$ cat src/rtl/tgl_mem_pkg.sv
`timescale 1ns/1ps
package tgl_mem_pkg;

   typedef enum logic [2:0] {
      ST_IDLE,
      ST_RD_SETUP,
      ST_SENSE,
      ST_DECIDE,
      ST_ROW_LEAD,
      ST_COL_PULSE,
      ST_ROW_TAIL
   } seq_state_e;

   localparam int NUM_PHASES = 4;
   localparam int PH_SENSE   = 0;
   localparam int PH_SETUP   = 1;
   localparam int PH_WIDTH   = 2;
   localparam int PH_HOLD    = 3;

endpackage

$ cat src/rtl/tgl_timing_regs.sv
`timescale 1ns/1ps
module tgl_timing_regs
   import tgl_mem_pkg::*;
#(
   parameter int CNT_W     = 4,
   parameter int RESET_CNT = 2
) (
   input  logic                              clk,
   input  logic                              rst_n,
   input  logic                              wr_en,
   input  logic [1:0]                        wr_sel,
   input  logic [CNT_W-1:0]                  wr_val,
   output logic [NUM_PHASES-1:0][CNT_W-1:0]  len_o
);

   localparam logic [CNT_W-1:0] RST_VAL = CNT_W'(RESET_CNT);

   for (genvar p = 0; p < NUM_PHASES; p++) begin : g_reg
      always_ff @(posedge clk or negedge rst_n) begin
         if (!rst_n) begin
            len_o[p] <= RST_VAL;
         end else if (wr_en && (int'(wr_sel) == p)) begin
            len_o[p] <= wr_val;
         end
      end
   end

endmodule

$ cat src/rtl/tgl_phase_timer.sv
`timescale 1ns/1ps
module tgl_phase_timer #(
   parameter int CNT_W = 4
) (
   input  logic             clk,
   input  logic             rst_n,
   input  logic             load,
   input  logic [CNT_W-1:0] len_i,
   output logic             expired
);

   logic [CNT_W-1:0] cnt_q;
   logic [CNT_W-1:0] start_val;

   // A programmed length of zero behaves as a single cycle.
   assign start_val = (len_i == '0) ? '0 : len_i - CNT_W'(1);

   always_ff @(posedge clk or negedge rst_n) begin
      if (!rst_n) begin
         cnt_q <= '0;
      end else if (load) begin
         cnt_q <= start_val;
      end else if (cnt_q != '0) begin
         cnt_q <= cnt_q - CNT_W'(1);
      end
   end

   assign expired = (cnt_q == '0);

endmodule

$ cat src/rtl/tgl_toggle_decide.sv
`timescale 1ns/1ps
module tgl_toggle_decide #(
   parameter int DATA_W = 22
) (
   input  logic [DATA_W-1:0] stored,
   input  logic [DATA_W-1:0] wanted,
   output logic [DATA_W-1:0] flip_mask,
   output logic              any_flip
);

   for (genvar b = 0; b < DATA_W; b++) begin : g_bit
      assign flip_mask[b] = stored[b] ^ wanted[b];
   end

   assign any_flip = |flip_mask;

endmodule

$ cat src/rtl/tgl_mem_ctrl.sv
`timescale 1ns/1ps
module tgl_mem_ctrl
   import tgl_mem_pkg::*;
#(
   parameter int ADDR_W    = 13,
   parameter int DATA_W    = 22,
   parameter int CNT_W     = 4,
   parameter int RESET_CNT = 2
) (
   input  logic              clk,
   input  logic              rst_n,
   input  logic              req,
   input  logic              we,
   input  logic [ADDR_W-1:0] addr,
   input  logic [DATA_W-1:0] wdata,
   output logic [DATA_W-1:0] rdata,
   output logic              ready,
   input  logic              cfg_we,
   input  logic [1:0]        cfg_sel,
   input  logic [CNT_W-1:0]  cfg_wdata,
   output logic [ADDR_W-1:0] arr_addr,
   output logic              arr_row_on,
   output logic [DATA_W-1:0] arr_col_en,
   output logic              arr_sense,
   input  logic [DATA_W-1:0] arr_rdata
);

   if (ADDR_W < 1 || ADDR_W > 24) begin : g_bad_addr
      $error("tgl_mem_ctrl: ADDR_W out of range");
   end
   if (DATA_W < 1 || DATA_W > 128) begin : g_bad_data
      $error("tgl_mem_ctrl: DATA_W out of range");
   end
   if (CNT_W < 1 || CNT_W > 8) begin : g_bad_cnt
      $error("tgl_mem_ctrl: CNT_W out of range");
   end
   if (RESET_CNT < 0 || RESET_CNT >= (1 << CNT_W)) begin : g_bad_rst
      $error("tgl_mem_ctrl: RESET_CNT does not fit CNT_W");
   end

   seq_state_e state_q, state_d;

   logic [ADDR_W-1:0]                addr_q;
   logic [DATA_W-1:0]                wdata_q;
   logic                             we_q;
   logic [DATA_W-1:0]                old_q;
   logic [DATA_W-1:0]                mask_q;
   logic [DATA_W-1:0]                rdata_q;
   logic [NUM_PHASES-1:0][CNT_W-1:0] cfg_len;
   logic                             tmr_load;
   logic [CNT_W-1:0]                 tmr_len;
   logic                             tmr_done;
   logic [DATA_W-1:0]                flip_mask;
   logic                             any_flip;
   logic                             accept;

   tgl_timing_regs #(.CNT_W(CNT_W), .RESET_CNT(RESET_CNT)) u_regs (
      .clk    (clk),
      .rst_n  (rst_n),
      .wr_en  (cfg_we),
      .wr_sel (cfg_sel),
      .wr_val (cfg_wdata),
      .len_o  (cfg_len)
   );

   tgl_phase_timer #(.CNT_W(CNT_W)) u_timer (
      .clk     (clk),
      .rst_n   (rst_n),
      .load    (tmr_load),
      .len_i   (tmr_len),
      .expired (tmr_done)
   );

   tgl_toggle_decide #(.DATA_W(DATA_W)) u_decide (
      .stored    (old_q),
      .wanted    (wdata_q),
      .flip_mask (flip_mask),
      .any_flip  (any_flip)
   );

   assign accept = (state_q == ST_IDLE) && req;

   always_comb begin
      state_d  = state_q;
      tmr_load = 1'b0;
      tmr_len  = cfg_len[PH_SENSE];
      unique case (state_q)
         ST_IDLE: begin
            if (req) state_d = ST_RD_SETUP;
         end
         ST_RD_SETUP: begin
            state_d  = ST_SENSE;
            tmr_load = 1'b1;
            tmr_len  = cfg_len[PH_SENSE];
         end
         ST_SENSE: begin
            if (tmr_done) state_d = we_q ? ST_DECIDE : ST_IDLE;
         end
         ST_DECIDE: begin
            if (any_flip) begin
               state_d  = ST_ROW_LEAD;
               tmr_load = 1'b1;
               tmr_len  = cfg_len[PH_SETUP];
            end else begin
               state_d  = ST_IDLE;
            end
         end
         ST_ROW_LEAD: begin
            if (tmr_done) begin
               state_d  = ST_COL_PULSE;
               tmr_load = 1'b1;
               tmr_len  = cfg_len[PH_WIDTH];
            end
         end
         ST_COL_PULSE: begin
            if (tmr_done) begin
               state_d  = ST_ROW_TAIL;
               tmr_load = 1'b1;
               tmr_len  = cfg_len[PH_HOLD];
            end
         end
         ST_ROW_TAIL: begin
            if (tmr_done) state_d = ST_IDLE;
         end
         default: state_d = ST_IDLE;
      endcase
   end

   always_ff @(posedge clk or negedge rst_n) begin
      if (!rst_n) state_q <= ST_IDLE;
      else        state_q <= state_d;
   end

   always_ff @(posedge clk or negedge rst_n) begin
      if (!rst_n) begin
         addr_q  <= '0;
         wdata_q <= '0;
         we_q    <= 1'b0;
      end else if (accept) begin
         addr_q  <= addr;
         wdata_q <= wdata;
         we_q    <= we;
      end
   end

   always_ff @(posedge clk or negedge rst_n) begin
      if (!rst_n) begin
         old_q   <= '0;
         rdata_q <= '0;
      end else if (state_q == ST_SENSE && tmr_done) begin
         old_q <= arr_rdata;
         if (!we_q) rdata_q <= arr_rdata;
      end
   end

   always_ff @(posedge clk or negedge rst_n) begin
      if (!rst_n)                      mask_q <= '0;
      else if (state_q == ST_DECIDE)   mask_q <= flip_mask;
   end

   assign ready      = (state_q == ST_IDLE);
   assign rdata      = rdata_q;
   assign arr_addr   = addr_q;
   assign arr_sense  = (state_q == ST_SENSE);
   assign arr_row_on = (state_q == ST_ROW_LEAD) || (state_q == ST_COL_PULSE)
                       || (state_q == ST_ROW_TAIL);
   assign arr_col_en = (state_q == ST_COL_PULSE) ? mask_q : '0;

endmodule

$ cat config.mk
export PLATFORM = sky130hd
export DESIGN_NAME = tgl_mem_ctrl
export DESIGN_NICKNAME = d
export VERILOG_FILES = /design/src/rtl/tgl_mem_pkg.sv /design/src/rtl/tgl_timing_regs.sv /design/src/rtl/tgl_phase_timer.sv /design/src/rtl/tgl_toggle_decide.sv /design/src/rtl/tgl_mem_ctrl.sv
export SDC_FILE = /design/constraint.sdc
export NUM_CORES = 1
export LEC_CHECK = 0
export ABC_CLOCK_PERIOD_IN_PS = 2400
export BUFFER_PORTS_ARGS = -buffer_cell sky130_fd_sc_hd__buf_4
export CORE_MARGIN = 2
export CORE_UTILIZATION = 50
export CTS_CLUSTER_SIZE = 25
export DETAILED_ROUTE_END_ITERATION = 16
export PLACE_DENSITY = 0.74
export SYNTH_ARGS = -nofsm -noshare
export SYNTH_HDL_FRONTEND = slang
export SYNTH_SLANG_ARGS = --single-unit
$ cat constraint.sdc
create_clock -name clk -period 2.4 [get_ports clk]
set_input_delay 0 -clock clk [delete_from_list [all_inputs] [get_ports clk]]
set_output_delay 0 -clock clk [all_outputs]
set_load 0.005 [all_outputs]
# Yosys cells after proc, flatten, opt, wreduce, memory -nomap -nowiden
# Index checks and enable logic that the tools add are counted.
[classes]
n_reduce_logical = 18
n_addsub = 2
n_bitwise = 23
eq_ne = 14
muxes = 19
[ops]
columns = ["operator", "count"]
rows = [
  ["two-way mux 4 bit", 6],
  ["two-way mux 22 bit", 1],
  ["OR reduction 22 bit", 1],
  ["bitwise XOR 1 bit", 22],
  ["case mux 3 bit (7 select lines)", 1],
  ["two-way mux 3 bit", 6],
  ["case mux 4 bit (3 select lines)", 1],
  ["equality test 3 bit (second input constant)", 3],
  ["logical NOT 4 bit", 2],
  ["inequality test 2 bit (second input constant)", 4],
  ["subtractor 4 x 1 -> 4 bit (second input constant)", 2],
  ["equality test 3 x 2 -> 1 bit (second input constant)", 2],
  ["logical AND 1 bit", 6],
  ["AND reduction 5 bit", 1],
  ["equality test 2 bit (second input constant)", 2],
  ["nonzero test 4 bit", 1],
  ["equality test 3 x 1 -> 1 bit (second input constant)", 1],
  ["logical NOT 3 bit", 1],
  ["case mux 1 bit (3 select lines)", 1],
  ["equality test 2 x 1 -> 1 bit (second input constant)", 1],
  ["logical NOT 2 bit", 1],
  ["logical OR 1 bit", 2],
  ["two-way mux 1 bit", 2],
  ["two-way mux 2 bit", 1],
  ["other kinds (5)", 5],
]
[totals]
out_inout_bits = 60
regBits = 125
in_bits = 68
wordCells = 88

# Longest topological paths before layout
[logic_depth]
word_depth = 7
depth_mapped = 9
depth_no_buf = 9

# Hierarchy
# A second synthesis with hierarchy kept.
[unflattened]
cells_unflattened = 397
area_unflattened_um2 = 5630.4
[by_module_without_submodules]
columns = ["module", "instances", "cells_per_inst", "seq_area_each_um2", "area_each_um2"]
rows = [
  ["tgl_mem_ctrl", 1, 303, 2627.5, 4485.6],
  ["tgl_timing_regs", 1, 36, 405.4, 624.3],
  ["tgl_phase_timer", 1, 29, 100.1, 281.5],
  ["tgl_toggle_decide", 1, 29, 0.0, 239.0],
]

# Worst setup path before layout
# OpenSTA, ideal clock, no wires.
[synth_path]
path_kind = "register to register"
startpoint = "reg u_timer.cnt_q[0]"
endpoint = "reg u_timer.cnt_q[2]"
t_required_ps = 2318
path_slack_ps = 229
setup_time_ps = 82
period_less_slack_ps = 2171
t_arrival_ps = 2089
path_stages_with_launch = 9
n_path_buf = 0
path_cell_list = "dfrtp_1 inv_1 ha_1 nor3b_4 nand2b_4 a31oi_1 nand3_1 or4b_1 a31oi_1"
[synth_between]
elab_chain_cells = 6
word_cells_on_any_way = 14
cone_classes = "add/sub: 2; mux: 8; reduce/logical: 4"
[synth_lines]
columns = ["element", "line", "source"]
rows = [
  ["start: declaration", "tgl_phase_timer.sv:12", "logic [CNT_W-1:0] cnt_q;"],
  ["start signal: assignment", "tgl_phase_timer.sv:22", "cnt_q <= start_val;"],
  ["start signal: assignment", "tgl_phase_timer.sv:24", "cnt_q <= cnt_q - CNT_W'(1);"],
  ["logical NOT 4 bit", "tgl_phase_timer.sv:28", "assign expired = (cnt_q == '0);"],
  ["two-way mux 4 bit, on equally long branches", "tgl_mem_ctrl.sv:116, tgl_mem_ctrl.sv:109", ""],
  ["case mux 4 bit (3 select lines)", "tgl_mem_ctrl.sv:87", "unique case (state_q)"],
  ["subtractor 4 x 1 -> 4 bit or logical NOT 4 bit (tied branches)", "tgl_phase_timer.sv:16", "assign start_val = (len_i == '0) ? '0 : len_i - CNT_W'(1);"],
  ["two-way mux 4 bit", "tgl_phase_timer.sv:16", ""],
  ["two-way mux 4 bit", "tgl_phase_timer.sv:21", "end else if (load) begin"],
]
# Parallel ways exist; a longest one is shown, timed or not. The select of a mux whose other input is x is not followed.
# A chain may end at the register's enable or synchronous reset.

# Worst setup path after layout
[layout_path]
startpoint = "reg wdata_q[0]"
endpoint = "reg u_timer.cnt_q[2]"
[layout_between]
elab_chain_cells = 7
word_cells_on_any_way = 11
cone_classes = "add/sub: 1; mux: 6; bitwise: 1; reduce/logical: 3"
[layout_lines]
columns = ["element", "line", "source"]
rows = [
  ["start: declaration", "tgl_mem_ctrl.sv:44", "logic [DATA_W-1:0] wdata_q;"],
  ["start signal: assignment", "tgl_mem_ctrl.sv:141", "wdata_q <= wdata;"],
  ["bitwise XOR 1 bit *", "tgl_toggle_decide.sv:12", "assign flip_mask[b] = stored[b] ^ wanted[b];"],
  ["OR reduction 22 bit *", "tgl_toggle_decide.sv:15", "assign any_flip = |flip_mask;"],
  ["two-way mux 4 bit", "tgl_mem_ctrl.sv:100", "if (any_flip) begin"],
  ["case mux 4 bit (3 select lines)", "tgl_mem_ctrl.sv:87", ""],
  ["subtractor 4 x 1 -> 4 bit or logical NOT 4 bit (tied branches)", "tgl_phase_timer.sv:16", ""],
  ["two-way mux 4 bit", "tgl_phase_timer.sv:16", ""],
  ["two-way mux 4 bit", "tgl_phase_timer.sv:21", ""],
]
# Every way passes the cells marked *; elsewhere a longest branch is shown, timed or not.

==> impl_results.md <==
* Fin nets at 709
* Max frequency at 424 MHz
* Slew @ Worst Pin at approximately 930 ps
* Boundary Pins at 128
* Clock-pin slew reported for the worst setup and hold paths after clock tree synthesis at 60 ps
* Leakage at 3.61 nW
* Hold violation total from the final report at 0
* Endpoint with the worst hold slack: u_regs.len_o[6]
* Critical path fanouts, max at 8
* Port Buffers at roughly 130
* Ys flop type: dfrtp_1
* Start of the worst register-to-register path: wdata_q[0]
* Buffer type at the clock tree root: clkbuf_8
* Most used cells in the layout excluding fill and tap cells: 138 x buf_4, 120 x dfrtp_1, 95 x mux2_2
* Htree depth at 4
* Starting DRT DRC Count at between 150 and 200
* First-pass GRT wire length at 21.9 mm
* Maximum resistive drop on vdd at between 0.0006 and 0.0007 V
* Clock tree buffer depth at 2
* Maximum capacitance violations at 0
* Number of buffers created by CTS at 17
* Total clock sinks at about 130
* Floorplan die width at 108 um
* Final antenna diode count at 0
* Reg-to-Reg End: u_timer.cnt_q[2]
* Detailed-placement wirelength estimate at approximately 8.6 mm
* Synth area leaders: dfrtp_1 56%, mux2_2 20%, xnor2_1 3.9%
* Worst min path class: input pin to flop
* Pre-Repair DR Iteration Count at 4
* Die Area at approximately 12000 um2
* Cell row count at 38
* Number of enable flip-flop cells after synthesis at 0
* Hold path startpoint: cfg_we
* Clock period minus final worst setup slack at roughly 2400 ps
* Signal arrival time at the worst endpoint at 2780 ps
* Clock insertion delay at the later pin of the skew report at 510 ps
* Unrepaired setup endpoints after global routing: true
* Synthesized area divided by synthesized cell count at ~13 um2
* Share of layout cells above drive strength 1 at 43.7%
* Fill count at 698
* Ys async rst share at between 90% and 100%
* Routed via count divided by cell count at between 5 and 6
* Post-route DRC violation count at 0
* Antenna Violating Nets Remaining at 0
* Clock skew after layout at 11.4 ps
* Setup crit start kind: flop
* Clock tree from TritonCTS: built
* Routed length per placed instance at between 15 and 20 um
* Share of the synthesized area in the top cell type at a little under three fifths
* FF+latch count, synth at roughly 130
* Power per standard cell area at roughly 1200 nW/um2
* Total congestion overflow after global routing at 0
* Vias in the first global route at around 4300
* Post-synthesis instance area at about 5400 um2
* Largest net degree at the start of global routing at 71
* Internal reg-to-reg setup slack at approximately 44 ps
* WL final at 13.8 mm
* Antenna violations before repair at 0
* Largest area contributor in the netlist: dfrtp_1
* Mapped Nets at roughly 500
* GRT Total Usage at between 20% and 30%
* Period utilisation layout at a little over nine tenths
* Final core area utilization at 74.2%
* Core region area at around 11000 um2
* Most common library cell in the layout ignoring fill and taps: buf_4
* Largest stage delay on the critical path at about 470 ps
* CP max-delay cell: or4b_1
* Part of the Yosys area used for sequential elements at a little under three fifths
* Number of different library cells in the post-synthesis netlist at 39
* Worst R2R Path Depth at 7
* Pins Over Slew Limit at 0
* WHS Path Cells at 3
* Run status: completed
* Total setup violations reported at the end of the flow at 0
* Vias after detailed routing at around 4200
* Total Power at between 9 and 10 mW
* Area Overhead vs Synth at 46.6%
* Number of warnings issued by yosys at 0
* Worst Path Class, Setup: flop to flop
* Kind of end point of the critical path: flop
* Effective utilization at floorplan at 50.7%
* RD Place Congestion at just under 0.9
* CP required at roughly 2800 ps
* Worst slew margin at 37.8%
* Cell count after synthesis at roughly 430
* Die extent in y at ~110 um
* Cell-by-cell trace of the critical path: xnor2_1 > nand4_1 > nor2_4 > nand3_1 > o211ai_1 > or4b_1 > a31oi_1
## synthesized netlist by cell type, types with 3 or more instances
cell type,count
inv_1,4
dfstp_2,4
dfrtp_1,121
buf_2,8
nor2_2,3
a31oi_1,6
o21ai_0,27
and3_1,4
a21oi_1,5
mux2i_1,5
nand2_1,34
and2_1,25
xnor2_1,24
mux2_2,95
nor2_1,11
clkbuf_1,9
o211ai_1,3
nand3_1,5
a31o_2,4
nand4_1,7
## layer usage
layer	vias up	wire length [um]	GRT usage [%]
met5	-	0	0
met3	20	681	5.85
li1	1934	-	-
met2	150	7250	42.9
met1	2065	5660	30.6
met4	0	232	9.16
## how the worst max path moves through the flow
stage	slack (ps)	end	cells past startpoint	start
floorplan	230	u_timer.cnt_q[2]	8	u_timer.cnt_q[0]
global placement	200	u_timer.cnt_q[2]	7	wdata_q[14]
detailed placement	50	u_timer.cnt_q[2]	7	wdata_q[14]
CTS	40	u_timer.cnt_q[2]	7	wdata_q[0]
global route	-20	u_timer.cnt_q[2]	8	u_timer.cnt_q[0]
finish	40	u_timer.cnt_q[2]	7	wdata_q[0]
## power breakdown
| group | leakage [nW] | total (mW) | switching, mW | internal [mW] |
|---|---|---|---|---|
| Combinational | 1.80 | 3.31 | 1.42 | 1.89 |
| Sequential | 1.50 | 3.76 | 0.647 | 3.11 |
| Clock | 0.302 | 2.70 | 0.951 | 1.75 |
## repair_timing
item	4_1_cts	5_1_grt
pin swaps	0	1
endpoints found under the setup margin	1	7
resized for setup	1	2
setup buffers	0	1
hold buffers	69	0
endpoints found under the hold margin	218	0
## worst max-delay path, delay by kind of cell (launching register included)
kind / cells / cell delay (ps)
flip-flops: 1 / 400
XOR/XNOR: 1 / 320
AND/OR/NAND/NOR: 4 / 1130
AO/OA/AOI/OAI: 2 / 430
## per-stage QoR
step                      hold WS [ps]  setup TNS, ps  instance area [um2]  setup WS [ps]  instances
after floorplan                   -296              0                 5440            229        428
after global placement           -92.5              0                 6640            197        690
after detailed placement         -90.6              0                 6640           49.1        690
after CTS                         15.9              0                 7960           35.5        791
after global routing              13.9          -24.7                 7980          -24.7        792
final                             38.0              0                 7980           43.5        792
## kinds of logic after synthesis
logic type	count (synthesis)	share of synthesized area, %
AO/OA/AOI/OAI	53	5.79
multiplexers	100	20.6
AND/OR/NAND/NOR	100	9.82
buffers and inverters	23	1.77
adder cells (fa/ha/maj)	2	0.460
XOR/XNOR	25	4.02
flip-flops	125	57.6
## final cells by class
type                    instances  area (um2)  area share (%)
flip-flops and latches        125        3130            39.3
multi-input cells             280        2230            28.0
repair buffers                210        1790            22.4
clock buffers                  20         445            5.58
clock inverters                12         184            2.31
well taps                     140         175            2.20
inverters                       5        18.8           0.235
## state kept, by name (all words and copies together) (netlist names)
register / flops
mask_q: 22
old_q: 22
rdata: 22
wdata_q: 22
u_regs.len_o: 16
arr_addr: 13
u_timer.cnt_q: 4
state_q: 3
we_q: 1
Power figures use the tool's default switching activity.
